[src/rtl/flagu_pkg.sv]
package flagu_pkg;
  typedef enum logic [1:0] {
    OPC_ADD    = 2'b00,
    OPC_SUB    = 2'b01,
    OPC_LOGIC  = 2'b10,
    OPC_LOGICX = 2'b11
  } op_class_e;

  localparam int CF_POS = 0;
  localparam int PF_POS = 2;
  localparam int AF_POS = 4;
  localparam int ZF_POS = 6;
  localparam int SF_POS = 7;
  localparam int TF_POS = 8;
  localparam int IF_POS = 9;
  localparam int DF_POS = 10;
  localparam int OF_POS = 11;

  localparam int FLAG_W = 16;
  localparam logic [FLAG_W-1:0] RESV_VALUE = 16'h0002;

  typedef struct packed {
    logic ovf;
    logic sgn;
    logic zer;
    logic aux;
    logic par;
    logic cry;
  } status_t;

  typedef struct packed {
    logic dir;
    logic intr;
    logic trap;
  } ctrl_t;
endpackage

[src/rtl/flag_calc.sv]
module flag_calc
  import flagu_pkg::*;
#(
  parameter int WIDE_W   = 16,
  parameter int NARROW_W = 8
) (
  input  logic [WIDE_W-1:0] a,
  input  logic [WIDE_W-1:0] b,
  input  logic [WIDE_W-1:0] res,
  input  logic              cin,
  input  op_class_e         cls,
  input  logic              wide,
  output status_t           st
);
  localparam int NIB_W = 4;

  function automatic logic even_ones(input logic [7:0] v);
    return ~(^v);
  endfunction

  function automatic logic add_cout(input logic [WIDE_W-1:0] x, input logic [WIDE_W-1:0] y,
                                    input logic c, input int w);
    logic [WIDE_W:0] s;
    s = {1'b0, x} + {1'b0, y} + {{WIDE_W{1'b0}}, c};
    return s[w];
  endfunction

  function automatic logic sub_bout(input logic [WIDE_W-1:0] x, input logic [WIDE_W-1:0] y,
                                    input logic c, input int w);
    logic [WIDE_W:0] d;
    d = {1'b0, x} - {1'b0, y} - {{WIDE_W{1'b0}}, c};
    return d[w];
  endfunction

  logic [WIDE_W-1:0] a_m, b_m, r_m;
  logic              carry_add, borrow_sub, half_add, half_sub;
  logic              a_msb, b_msb, r_msb, res_zero;
  logic              is_add, is_sub;
  logic [NIB_W:0]    nib_sum, nib_dif;

  always_comb begin
    if (wide) begin
      a_m = a;
      b_m = b;
      r_m = res;
    end else begin
      a_m = {{(WIDE_W-NARROW_W){1'b0}}, a[NARROW_W-1:0]};
      b_m = {{(WIDE_W-NARROW_W){1'b0}}, b[NARROW_W-1:0]};
      r_m = {{(WIDE_W-NARROW_W){1'b0}}, res[NARROW_W-1:0]};
    end
    carry_add  = add_cout(a_m, b_m, cin, wide ? WIDE_W : NARROW_W);
    borrow_sub = sub_bout(a_m, b_m, cin, wide ? WIDE_W : NARROW_W);
    nib_sum    = {1'b0, a[NIB_W-1:0]} + {1'b0, b[NIB_W-1:0]} + {{NIB_W{1'b0}}, cin};
    nib_dif    = {1'b0, a[NIB_W-1:0]} - {1'b0, b[NIB_W-1:0]} - {{NIB_W{1'b0}}, cin};
    half_add   = nib_sum[NIB_W];
    half_sub   = nib_dif[NIB_W];
    a_msb      = wide ? a[WIDE_W-1]   : a[NARROW_W-1];
    b_msb      = wide ? b[WIDE_W-1]   : b[NARROW_W-1];
    r_msb      = wide ? res[WIDE_W-1] : res[NARROW_W-1];
    res_zero   = (r_m == '0);
    is_add     = (cls == OPC_ADD);
    is_sub     = (cls == OPC_SUB);

    st.par = even_ones(res[7:0]);
    st.zer = res_zero;
    st.sgn = r_msb;
    st.cry = is_add ? carry_add : (is_sub ? borrow_sub : 1'b0);
    st.aux = is_add ? half_add  : (is_sub ? half_sub   : 1'b0);
    st.ovf = is_add ? ((a_msb == b_msb) && (r_msb != a_msb)) :
             (is_sub ? ((a_msb != b_msb) && (r_msb != a_msb)) : 1'b0);
  end

  // a zero result can never carry a set sign bit
  always_comb begin
    assert_zero_sign_R5: assert (!(st.zer && st.sgn));
  end
endmodule

[src/rtl/flag_reg.sv]
module flag_reg
  import flagu_pkg::*;
(
  input  logic              clk,
  input  logic              rst_n,
  input  status_t           st_in,
  input  logic              st_we,
  input  ctrl_t             ctl_in,
  input  logic              ctl_we,
  output logic [FLAG_W-1:0] word
);
  status_t st_q;
  ctrl_t   ctl_q;

  always_ff @(posedge clk or negedge rst_n) begin
    if (!rst_n) begin
      st_q  <= '0;
      ctl_q <= '0;
    end else begin
      if (st_we)  st_q  <= st_in;
      if (ctl_we) ctl_q <= ctl_in;
    end
  end

  always_comb begin
    word         = RESV_VALUE;
    word[CF_POS] = st_q.cry;
    word[PF_POS] = st_q.par;
    word[AF_POS] = st_q.aux;
    word[ZF_POS] = st_q.zer;
    word[SF_POS] = st_q.sgn;
    word[OF_POS] = st_q.ovf;
    word[TF_POS] = ctl_q.trap;
    word[IF_POS] = ctl_q.intr;
    word[DF_POS] = ctl_q.dir;
  end

  assert_status_hold_R8: assert property (@(posedge clk) disable iff (!rst_n)
    !st_we |=> $stable({word[OF_POS], word[SF_POS], word[ZF_POS], word[AF_POS], word[PF_POS], word[CF_POS]}));

  assert_ctrl_hold_R9: assert property (@(posedge clk) disable iff (!rst_n)
    !ctl_we |=> $stable(word[DF_POS:TF_POS]));

  assert_ctrl_load_R9: assert property (@(posedge clk) disable iff (!rst_n)
    ctl_we |=> (word[DF_POS:TF_POS] == $past(ctl_in)));
endmodule

[src/rtl/alu_flag_unit.sv]
module alu_flag_unit
  import flagu_pkg::*;
#(
  parameter int WIDE_W   = 16,
  parameter int NARROW_W = 8
) (
  input  logic              clk,
  input  logic              rst_n,
  input  logic [WIDE_W-1:0] operand_a,
  input  logic [WIDE_W-1:0] operand_b,
  input  logic [WIDE_W-1:0] alu_result,
  input  logic              carry_in,
  input  logic [1:0]        op_class,
  input  logic              size_wide,
  input  logic              flag_we,
  input  logic              ctrl_we,
  input  logic [2:0]        ctrl_wdata,
  output logic [15:0]       flags_out
);
  status_t   calc_st;
  ctrl_t     ctl_w;
  op_class_e cls;

  assign cls   = op_class_e'(op_class);
  assign ctl_w = '{dir: ctrl_wdata[2], intr: ctrl_wdata[1], trap: ctrl_wdata[0]};

  flag_calc #(.WIDE_W(WIDE_W), .NARROW_W(NARROW_W)) calc_i (
    .a(operand_a), .b(operand_b), .res(alu_result), .cin(carry_in),
    .cls(cls), .wide(size_wide), .st(calc_st)
  );

  flag_reg reg_i (
    .clk(clk), .rst_n(rst_n), .st_in(calc_st), .st_we(flag_we),
    .ctl_in(ctl_w), .ctl_we(ctrl_we), .word(flags_out)
  );

  assert_logic_clears_R7: assert property (@(posedge clk) disable iff (!rst_n)
    (flag_we && op_class[1]) |=> (!flags_out[CF_POS] && !flags_out[AF_POS] && !flags_out[OF_POS]));

  assert_reserved_R10: assert property (@(posedge clk) disable iff (!rst_n)
    (flags_out[1] && !flags_out[3] && !flags_out[5] && (flags_out[15:12] == 4'h0)));

  assert_parity_R3: assert property (@(posedge clk) disable iff (!rst_n)
    flag_we |=> (flags_out[PF_POS] == ~(^$past(alu_result[7:0]))));
endmodule

[config.mk]
export PLATFORM = sky130hd
export DESIGN_NAME = alu_flag_unit
export DESIGN_NICKNAME = d
export VERILOG_FILES = /design/src/rtl/flagu_pkg.sv /design/src/rtl/flag_calc.sv /design/src/rtl/flag_reg.sv /design/src/rtl/alu_flag_unit.sv
export SDC_FILE = /design/constraint.sdc
export NUM_CORES = 1
export LEC_CHECK = 0
export BUFFER_PORTS_ARGS = -buffer_cell sky130_fd_sc_hd__buf_4
export CAP_MARGIN = 10
export CORE_MARGIN = 4
export CORE_UTILIZATION = 40
export DETAILED_ROUTE_END_ITERATION = 6
export PLACE_DENSITY = 0.66
export SYNTH_ARGS = -nofsm -noshare
export SYNTH_HDL_FRONTEND = slang
export SYNTH_SLANG_ARGS = --single-unit
export TNS_END_PERCENT = 20
[constraint.sdc]
create_clock -name clk -period 1 [get_ports clk]
set_input_delay 0.05 -clock clk [delete_from_list [all_inputs] [get_ports clk]]
set_output_delay 0.05 -clock clk [all_outputs]
set_load 0.02 [all_outputs]
Word level (Yosys, flattened, before mapping)
Index checks and enable logic that the tools add are counted.

word-level totals
  input port bits = 59
  logic and storage cells = 47
  register bits = 9
  output and inout port bits = 16

cells by class
  mux-type cells = 19
  bitwise logic cells = 1
  eq/ne operators = 4
  reductions and logical operators = 5
  $lt $le $gt $ge = 1
  add/subtract/negate cells = 8

operators with widths
  kind                                                        number
  2-to-1 mux 16 bit                                           3
  adder 16 x 16 -> 17 bit                                     1
  adder 17 x 1 -> 17 bit                                      1
  subtractor 16 x 16 -> 17 bit                                1
  subtractor 17 x 1 -> 17 bit                                 1
  logical NOT 16 bit                                          1
  2-to-1 mux 1 bit                                            13
  binary-select mux 1 bit (select 5 bit)                      2
  parity 8 bit                                                1
  less-than comparator 5 x 6 -> 1 bit, second input constant  1
  adder 4 x 4 -> 5 bit                                        1
  adder 5 x 1 -> 5 bit                                        1
  2-to-1 mux 5 bit                                            1
  subtractor 4 x 4 -> 5 bit                                   1
  subtractor 5 x 1 -> 5 bit                                   1
  == test 2 x 1 -> 1 bit, second input constant               1
  logical AND 1 bit                                           2
  logical NOT 2 bit                                           1
  inequality test 1 bit                                       2
  == test 1 bit                                               1
  NOT 1 bit                                                   1

Logic depth before layout (Yosys ltp)
Gate-level depths: netlist of the first run.

  word-level depth = 8
  depth in mapped cells = 12
  mapped depth without buffers = 10

Cells and area by module
From an unflattened synthesis of the first run, not the netlist that was laid out.

unflattened totals
  cells, all modules = 219
  area total of the unflattened synthesis = 1818.0 sq um

modules (own cells, without submodules)
  module     area an instance (sq um)  times used  cells each  seq. area each (sq um)
  flag_calc  1397.6                    1           191         0.0
  flag_reg   420.4                     1           28          225.2

Worst setup path before layout of the first run
No wires, ideal clock.

  kind = input -> register
  start point = input port size_wide
  end point = register reg_i.st_q (netlist bit reg_i.word[0])
  path buffers = 2
  library setup time = 0.080 ns
  arrival = 2.174 ns
  stages on the path = 11
  required time = 0.920 ns
  slack = -1.254 ns
  cell sequence = clkbuf_1 > clkbuf_1 > nand2_1 > ha_1 > inv_1 > ha_1 > a21o_1 > a21oi_1 > nor2_1 > a2111o_1 > o211ai_2

on the way
  word-level cells in the longest chain between the ends = 8
  elaborated cells on any way between the ends = 15
  those cells by class = add/sub (4); mux (11)

ends and longest elaborated chain
  item                                                 RTL line             source
  from (decl)                                          alu_flag_unit.sv:14  input logic size_wide,
  2-to-1 mux 16 bit                                    flag_calc.sv:42      if (wide) begin
  subtractor 16 x 16 -> 17 bit                         flag_calc.sv:31      d = {1'b0, x} - {1'b0, y} - {{WIDE_W{1'b0}}, c};
  subtractor 17 x 1 -> 17 bit                          flag_calc.sv:31
  binary-select mux 1 bit (select 5 bit)               flag_calc.sv:32      return d[w];
  2-to-1 mux 1 bit (not written as such) (2 in a row)  flag_calc.sv:32
  2-to-1 mux 1 bit                                     flag_calc.sv:67      st.cry = is_add ? carry_add : (is_sub ? borrow_sub : 1'b0);
  2-to-1 mux 1 bit (*)                                 flag_calc.sv:67
  to (signal assigned)                                 flag_reg.sv:20       if (st_we) st_q <= st_in;
  to (decl)                                            flag_reg.sv:12       status_t st_q;

Every way passes the cells marked *; elsewhere a longest branch is shown, timed or not. The select of a mux whose other input is x is not followed.
A chain may end at the register's enable or synchronous reset.

Worst setup path in the final report of the first run
  start point = input port carry_in
  end point = register reg_i.st_q (netlist bit reg_i.word[0])

on the way
  word-level cells in the longest chain between the ends = 6
  elaborated cells on any way between the ends = 10
  those cells by class = add/sub (2); mux (8)

ends and longest elaborated chain
  item                                                 RTL line             source
  from (decl)                                          alu_flag_unit.sv:12  input logic carry_in,
  subtractor 17 x 1 -> 17 bit                          flag_calc.sv:31
  binary-select mux 1 bit (select 5 bit)               flag_calc.sv:32
  2-to-1 mux 1 bit (not written as such) (2 in a row)  flag_calc.sv:32
  2-to-1 mux 1 bit                                     flag_calc.sv:67
  2-to-1 mux 1 bit (*)                                 flag_calc.sv:67

Marks and branches as above.

==> flow_summary.yaml, run 1 <==
setup_path:
  critPathMaxFanout: 2
  worst_ep_required_time_ns: 1.15
  cp_slowest_stage_delay_ns: 0.37
  end_kind: "flop"
  crit_buf_inv: 2
  path_cells: "buf_4 -> fa_2 -> inv_2 -> ha_1 -> nand2_1 -> nor4bb_4 -> o31a_1 -> xor2_1 -> a2111o_1 -> o211ai_2"
  cpLargestDelayFamily: "compound AO/OA/AOI/OAI gates"
  rrSetupSlack_ns: 0.20
  path_class: "in2reg"
  cp-start-kind: "input pin"
  slowest_stage: "fa_2"
  cp.arrival_ns: 1.89
drt:
  dr.pass1.iters: 4
  num_vias: 1792
  drc: 0
  drt_wl_total_um: 4244
  ant_nets: 0
  routed_via_density: 4.642
  wire_per_inst_um: 10.99
  drt-initial-drc-count: 55
global_route:
  grt_max_degree: 19
  grt_pass1_vias: 1751
  antenna_found_initial: 0
  grt_use_total_pct: 15.67
  grt-ovfl-total: 0
  grt_pass1_wl_um: 7093
timing:
  drv_slew: 0
  grt_setup_unrepaired: "yes"
  setup_slack_ns: -0.7328
  period_needed_ns: 1.733
  finalCritPeriodShare_pct: 173.3
  setup_viol: 2
  fmax_ghz: 0.5771
  skew_ns: 0
  finalHoldViolations: 0
finish:
  stdcell_area_mm2: 0.002831
  fill_cells: 396
  nets: 443
  area_growth_pct: 57.37
  drive_above_1_share_pct: 42.22
  final_common_cell: "buf_4"
  largest_reg_flops: 9
  layout_common_cells: "buf_4, inv_1, ha_1"
  diodes: 0
placed_design:
  place.gp.congestion: 0.8040
  place_area_mm2: 0.002628
  dpl_worst_slack_ns: -1.112
  placement.io_buffers: 67
  dp_hpwl_um: 3784
power:
  p_int_mw: 1.409
  power.share.sequential_pct: 20.5
  switching_power_mw: 0.7560
  peakVddDrop_mv: 1.160
  pwr-share-clk_pct: 19.2
  p_comb_share_pct: 60.3
  power_density_mw_per_mm2: 764.6
  power_leakage_nw: 1.576
  p_sw_share_pct: 34.92
synth:
  async_flop_share_pct: 100.0
  synth_flop_cell: "dfrtp_1"
  ys_seq_area_share_pct: 12.52
  syn_inst: 228
  ys_ff_latch: 9
  syn_avg_cell_area_um2: 7.891
  syn-cell-area_mm2: 0.001799
  yosysWarnings: 0
  synthDistinctLibCells: 44
  synth_edf_count: 0
cts:
  cts_sinks: 9
  numCtsBuffers: 3
  clkTransAtPathRegs_ns: 0.05
  cts_root_buf: "clkbuf_8"
  clk_latency_ns: 0.23
  cts_tree: "yes"
  cts_max_level: 1
  clockBufferDepth: 2
flow_run:
  drv_cap: 0
floorplanning:
  row_count: 24
  dieArea_mm2: 0.005635
  start_util_pct: 41.32
  die_height_um: 75.07
  die_w_um: 75.07
  io_pins: 75
  coreArea_mm2: 0.004354
status:
  violations: "negative setup slack"
  outcome: "finished, violations left"
worst_hold_path:
  hp-class: "in2reg"
-- logic make-up after synthesis --
logic type | Yosys count | share of synthesized area, %
compound gates | 37 | 13.84
xor+xnor | 10 | 4.868
fa+ha+maj | 49 | 34.91
buf+inv | 64 | 14.81
flops | 9 | 12.52
mux | 6 | 3.616
other cells | 2 | 0.4174
simple gates | 51 | 15.02
-- cell usage after synthesis (all sizes together), types with 2 or more instances --
library cell | number | area, µm²
a21o | 3 | 22.52
a21oi | 13 | 65.06
a31oi | 2 | 12.51
and2 | 10 | 62.56
buf | 7 | 52.55
clkbuf | 2 | 7.510
conb | 2 | 7.510
dfrtp | 9 | 225.2
fa | 2 | 40.04
ha | 47 | 588.1
inv | 54 | 202.7
mux2 | 4 | 45.04
mux2i | 2 | 20.02
nand2 | 11 | 41.29
nand2b | 2 | 12.51
nand3 | 6 | 30.03
nand4 | 2 | 12.51
nor2 | 8 | 30.03
nor2b | 3 | 18.77
nor4 | 4 | 25.02
o211ai | 2 | 20.02
o21ai | 6 | 30.03
xnor2 | 7 | 61.31
xor2 | 3 | 26.28
-- stage by stage --
stage	power [mW]	hold WS [ns]	std cells	TNS [ns]	utilization, %
after floorplan	1.117	-0.2456	233	-1.402	-
after global placement	1.618	-0.1197	378	-2.341	60.34
after detailed placement	1.639	-0.1180	378	-2.441	60.34
after CTS	2.147	0.05315	386	-1.132	64.05
after global routing	2.374	0.05171	386	-1.298	65.03
final	2.165	0.05764	386	-1.130	65.03
-- final timing paths --
path                               startpoint            end  depth (start not counted)
worst max-delay path                 carry_in  reg_i.word[0]                         10
worst min-delay path            ctrl_wdata[1]  reg_i.word[9]                          2
worst max register to register  reg_i.word[0]  reg_i.word[0]                          2
worst min register to register  reg_i.word[6]  reg_i.word[6]                          1
max in group asynchronous               rst_n  reg_i.word[6]                          2
min in group asynchronous               rst_n  reg_i.word[4]                          2
-- worst reg2reg max path, cell delays in order (launching register included) --
cell and delay, ns:
dfrtp_1 0.39, a32oi_1 0.18, o211ai_2 0.10
-- layer usage --
| metal | up-vias | wire length [µm] | track usage, % | share of wire, % |
|---|---|---|---|---|
| li1 | 949 | - | - | - |
| met1 | 789 | 1752 | 18.22 | 41 |
| met2 | 54 | 2082 | 28.63 | 49 |
| met3 | 0 | 409 | 5.340 | 9.6 |
| met4 | 0 | 0 | 1.581 | 0 |
| met5 | - | 0 | 0 | 0 |
-- final cells by class --
type | instances | area (µm²) | share of cell area, %
sequential | 9 | 225.2 | 7.954
inverter | 55 | 210.2 | 7.424
timing repair buffer | 106 | 810.8 | 28.63
clock buffer | 4 | 45.04 | 1.591
tap | 52 | 65.06 | 2.298
multi-input combinational | 160 | 1475 | 52.10
-- timing repair --
action | in CTS | in global routing
endpoints found under the hold margin | 9 | 0
pin swaps | 7 | 4
hold buffers | 1 | 0
resized for setup | 15 | 10
setup buffers | 3 | 0
endpoints found under the setup margin | 4 | 4
cloned | 0 | 0
-- power groups by stage --
| stage | sequential [mW] | clock (mW) | combinational, mW |
|---|---|---|---|
| after floorplan | 0.509 | 0 | 0.608 |
| after global placement | 0.448 | 0 | 1.17 |
| after detailed placement | 0.447 | 0 | 1.19 |
| after CTS | 0.444 | 0.425 | 1.28 |
| after global routing | 0.453 | 0.458 | 1.46 |
| final | 0.444 | 0.415 | 1.31 |
Note: power is estimated with default switching activity, not from simulation.
==> inputs of run 2 (changes only) <==
--- a/config.mk
+++ b/config.mk
@@ -9,6 +9,7 @@
 export CAP_MARGIN = 10
 export CORE_MARGIN = 4
 export CORE_UTILIZATION = 40
+export CTS_BUF_LIST = sky130_fd_sc_hd__clkbuf_8 sky130_fd_sc_hd__clkbuf_16
 export DETAILED_ROUTE_END_ITERATION = 6
 export PLACE_DENSITY = 0.66
 export SYNTH_ARGS = -nofsm -noshare
==> flow_summary.yaml, run 2 (same netlist as run 1, synthesis figures left out) <==
status:
  outcome: "finished, violations left"
  violations: "negative setup slack"
power:
  peakVddDrop_mv: 1.161
  power_density_mw_per_mm2: 761.0
  power_leakage_nw: 1.580
floorplanning:
  die_height_um: 75.07
  io_pins: 75
  dieArea_mm2: 0.005635
  start_util_pct: 41.32
  coreArea_mm2: 0.004354
  die_w_um: 75.07
  row_count: 24
cts:
  cts_sinks: 9
  cts_tree: "yes"
  clkTransAtPathRegs_ns: 0.05
  cts_root_buf: "clkbuf_8"
  numCtsBuffers: 3
  clockBufferDepth: 2
  clk_latency_ns: 0.23
  cts_max_level: 1
setup_path:
  r2r-end: "reg_i.word[0]"
  critPathMaxFanout: 2
  rr_startpoint: "reg_i.word[0]"
  rrSetupSlack_ns: 0.20
  end_kind: "flop"
  cp.arrival_ns: 1.89
  path_class: "in2reg"
  reg2regPathDepth: 2
  worst_ep_required_time_ns: 1.15
  cp-start-kind: "input pin"
placed_design:
  dp_hpwl_um: 3784
  place.gp.congestion: 0.8040
  placement.io_buffers: 67
  dpl_worst_slack_ns: -1.112
global_route:
  grt_pass1_vias: 1751
  grt_use_total_pct: 15.67
  grt_max_degree: 19
  antenna_found_initial: 0
  grt_pass1_wl_um: 7093
  grt-ovfl-total: 0
timing:
  drv_slew: 0
  period_needed_ns: 1.733
  finalCritPeriodShare_pct: 173.3
  setup_slack_ns: -0.7327
  finalHoldViolations: 0
  finalSetupTns_ns: -1.130
  skew_ns: 0
  setup_viol: 2
  fmax_ghz: 0.5771
  grt_setup_unrepaired: "yes"
finish:
  multiInputGateArea_mm2: 0.001475
  drive_above_1_share_pct: 42.22
  regArea_um2: 225.2
  layout_common_cells: "buf_4, inv_1, ha_1"
  final_common_cell: "buf_4"
  nets: 443
  area_growth_pct: 57.37
  fill_cells: 396
  diodes: 0
  largest_reg_flops: 9
drt:
  num_vias: 1796
  drt-initial-drc-count: 56
  drt_wl_total_um: 4242
  ant_nets: 0
  wire_per_inst_um: 10.99
  routed_via_density: 4.653
  dr.pass1.iters: 4
  drc: 0
worst_hold_path:
  worstHoldStart: "ctrl_wdata[1]"
  hold-path-endpoint: "reg_i.word[9]"
  hp-class: "in2reg"
  min_path_cells: 2
flow_run:
  drv_cap: 0
-- run 2: cell types whose count changed in the layout (fill, tap and decap cells not counted), sizes merged --
cell	previous run	this run
clkbuf	4	3
inv	54	55
-- run 2: worst max path at each step --
stage                       from            end  slack, ns  cells past startpoint
finish                  carry_in  reg_i.word[0]      -0.73                     10
CTS                 operand_a[0]  reg_i.word[0]      -0.70                     11
global route            carry_in  reg_i.word[0]      -0.81                     10
floorplan              size_wide  reg_i.word[0]      -0.94                     12
detailed placement  operand_a[0]  reg_i.word[0]      -1.11                     11
global placement    operand_b[7]  reg_i.word[0]      -1.08                     10
-- run 2: routing by layer --
layer	GRT usage (%)	vias up	routed length, µm
met5	0	-	0
met4	1.581	0	0
met3	5.340	0	423
met2	28.63	58	2082
met1	18.22	789	1736
li1	-	949	-
-- run 2: critical path: stages --
cell	delay (ns)
buf_4	0.12
fa_2	0.37
inv_2	0.05
ha_1	0.11
nand2_1	0.06
nor4bb_4	0.15
o31a_1	0.32
xor2_1	0.15
a2111o_1	0.37
o211ai_2	0.13
-- run 2: power by group --
part / switching, mW / internal, mW / total, mW
Combinational: 0.590 / 0.716 / 1.31
Sequential: 0.0275 / 0.416 / 0.443
Clock: 0.139 / 0.267 / 0.406
Total: 0.756 / 1.40 / 2.15
-- run 2: through the flow --
| stage | util, % | cell area, µm² | instances | hold WS (ns) | total power, mW |
|---|---|---|---|---|---|
| detailed placement | 60.34 | 2628 | 378 | -0.1180 | 1.639 |
| floorplan | - | 1877 | 233 | -0.2456 | 1.117 |
| finish | 65.03 | 2831 | 386 | 0.05743 | 2.155 |
| global placement | 60.34 | 2628 | 378 | -0.1197 | 1.618 |
| global route | 65.03 | 2831 | 386 | 0.05171 | 2.364 |
| CTS | 64.05 | 2789 | 386 | 0.05315 | 2.138 |
-- run 2: area by class of cell --
| class | count | share of cell area [%] |
|---|---|---|
| clock buffers | 3 | 1.458 |
| clock inverters | 1 | 0.1326 |
| inverters | 55 | 7.424 |
| multi-input cells | 160 | 52.10 |
| flip-flops and latches | 9 | 7.954 |
| well taps | 52 | 2.298 |
| repair buffers | 106 | 28.63 |
-- run 2: repair_timing --
action / in CTS / in global routing
gates resized for setup: 15 / 10
buffers inserted: 3 / 0
setup endpoints to repair: 4 / 4
pin swaps: 7 / 4
hold buffers: 1 / 0
gates cloned: 0 / 0
endpoints found under the hold margin: 9 / 0
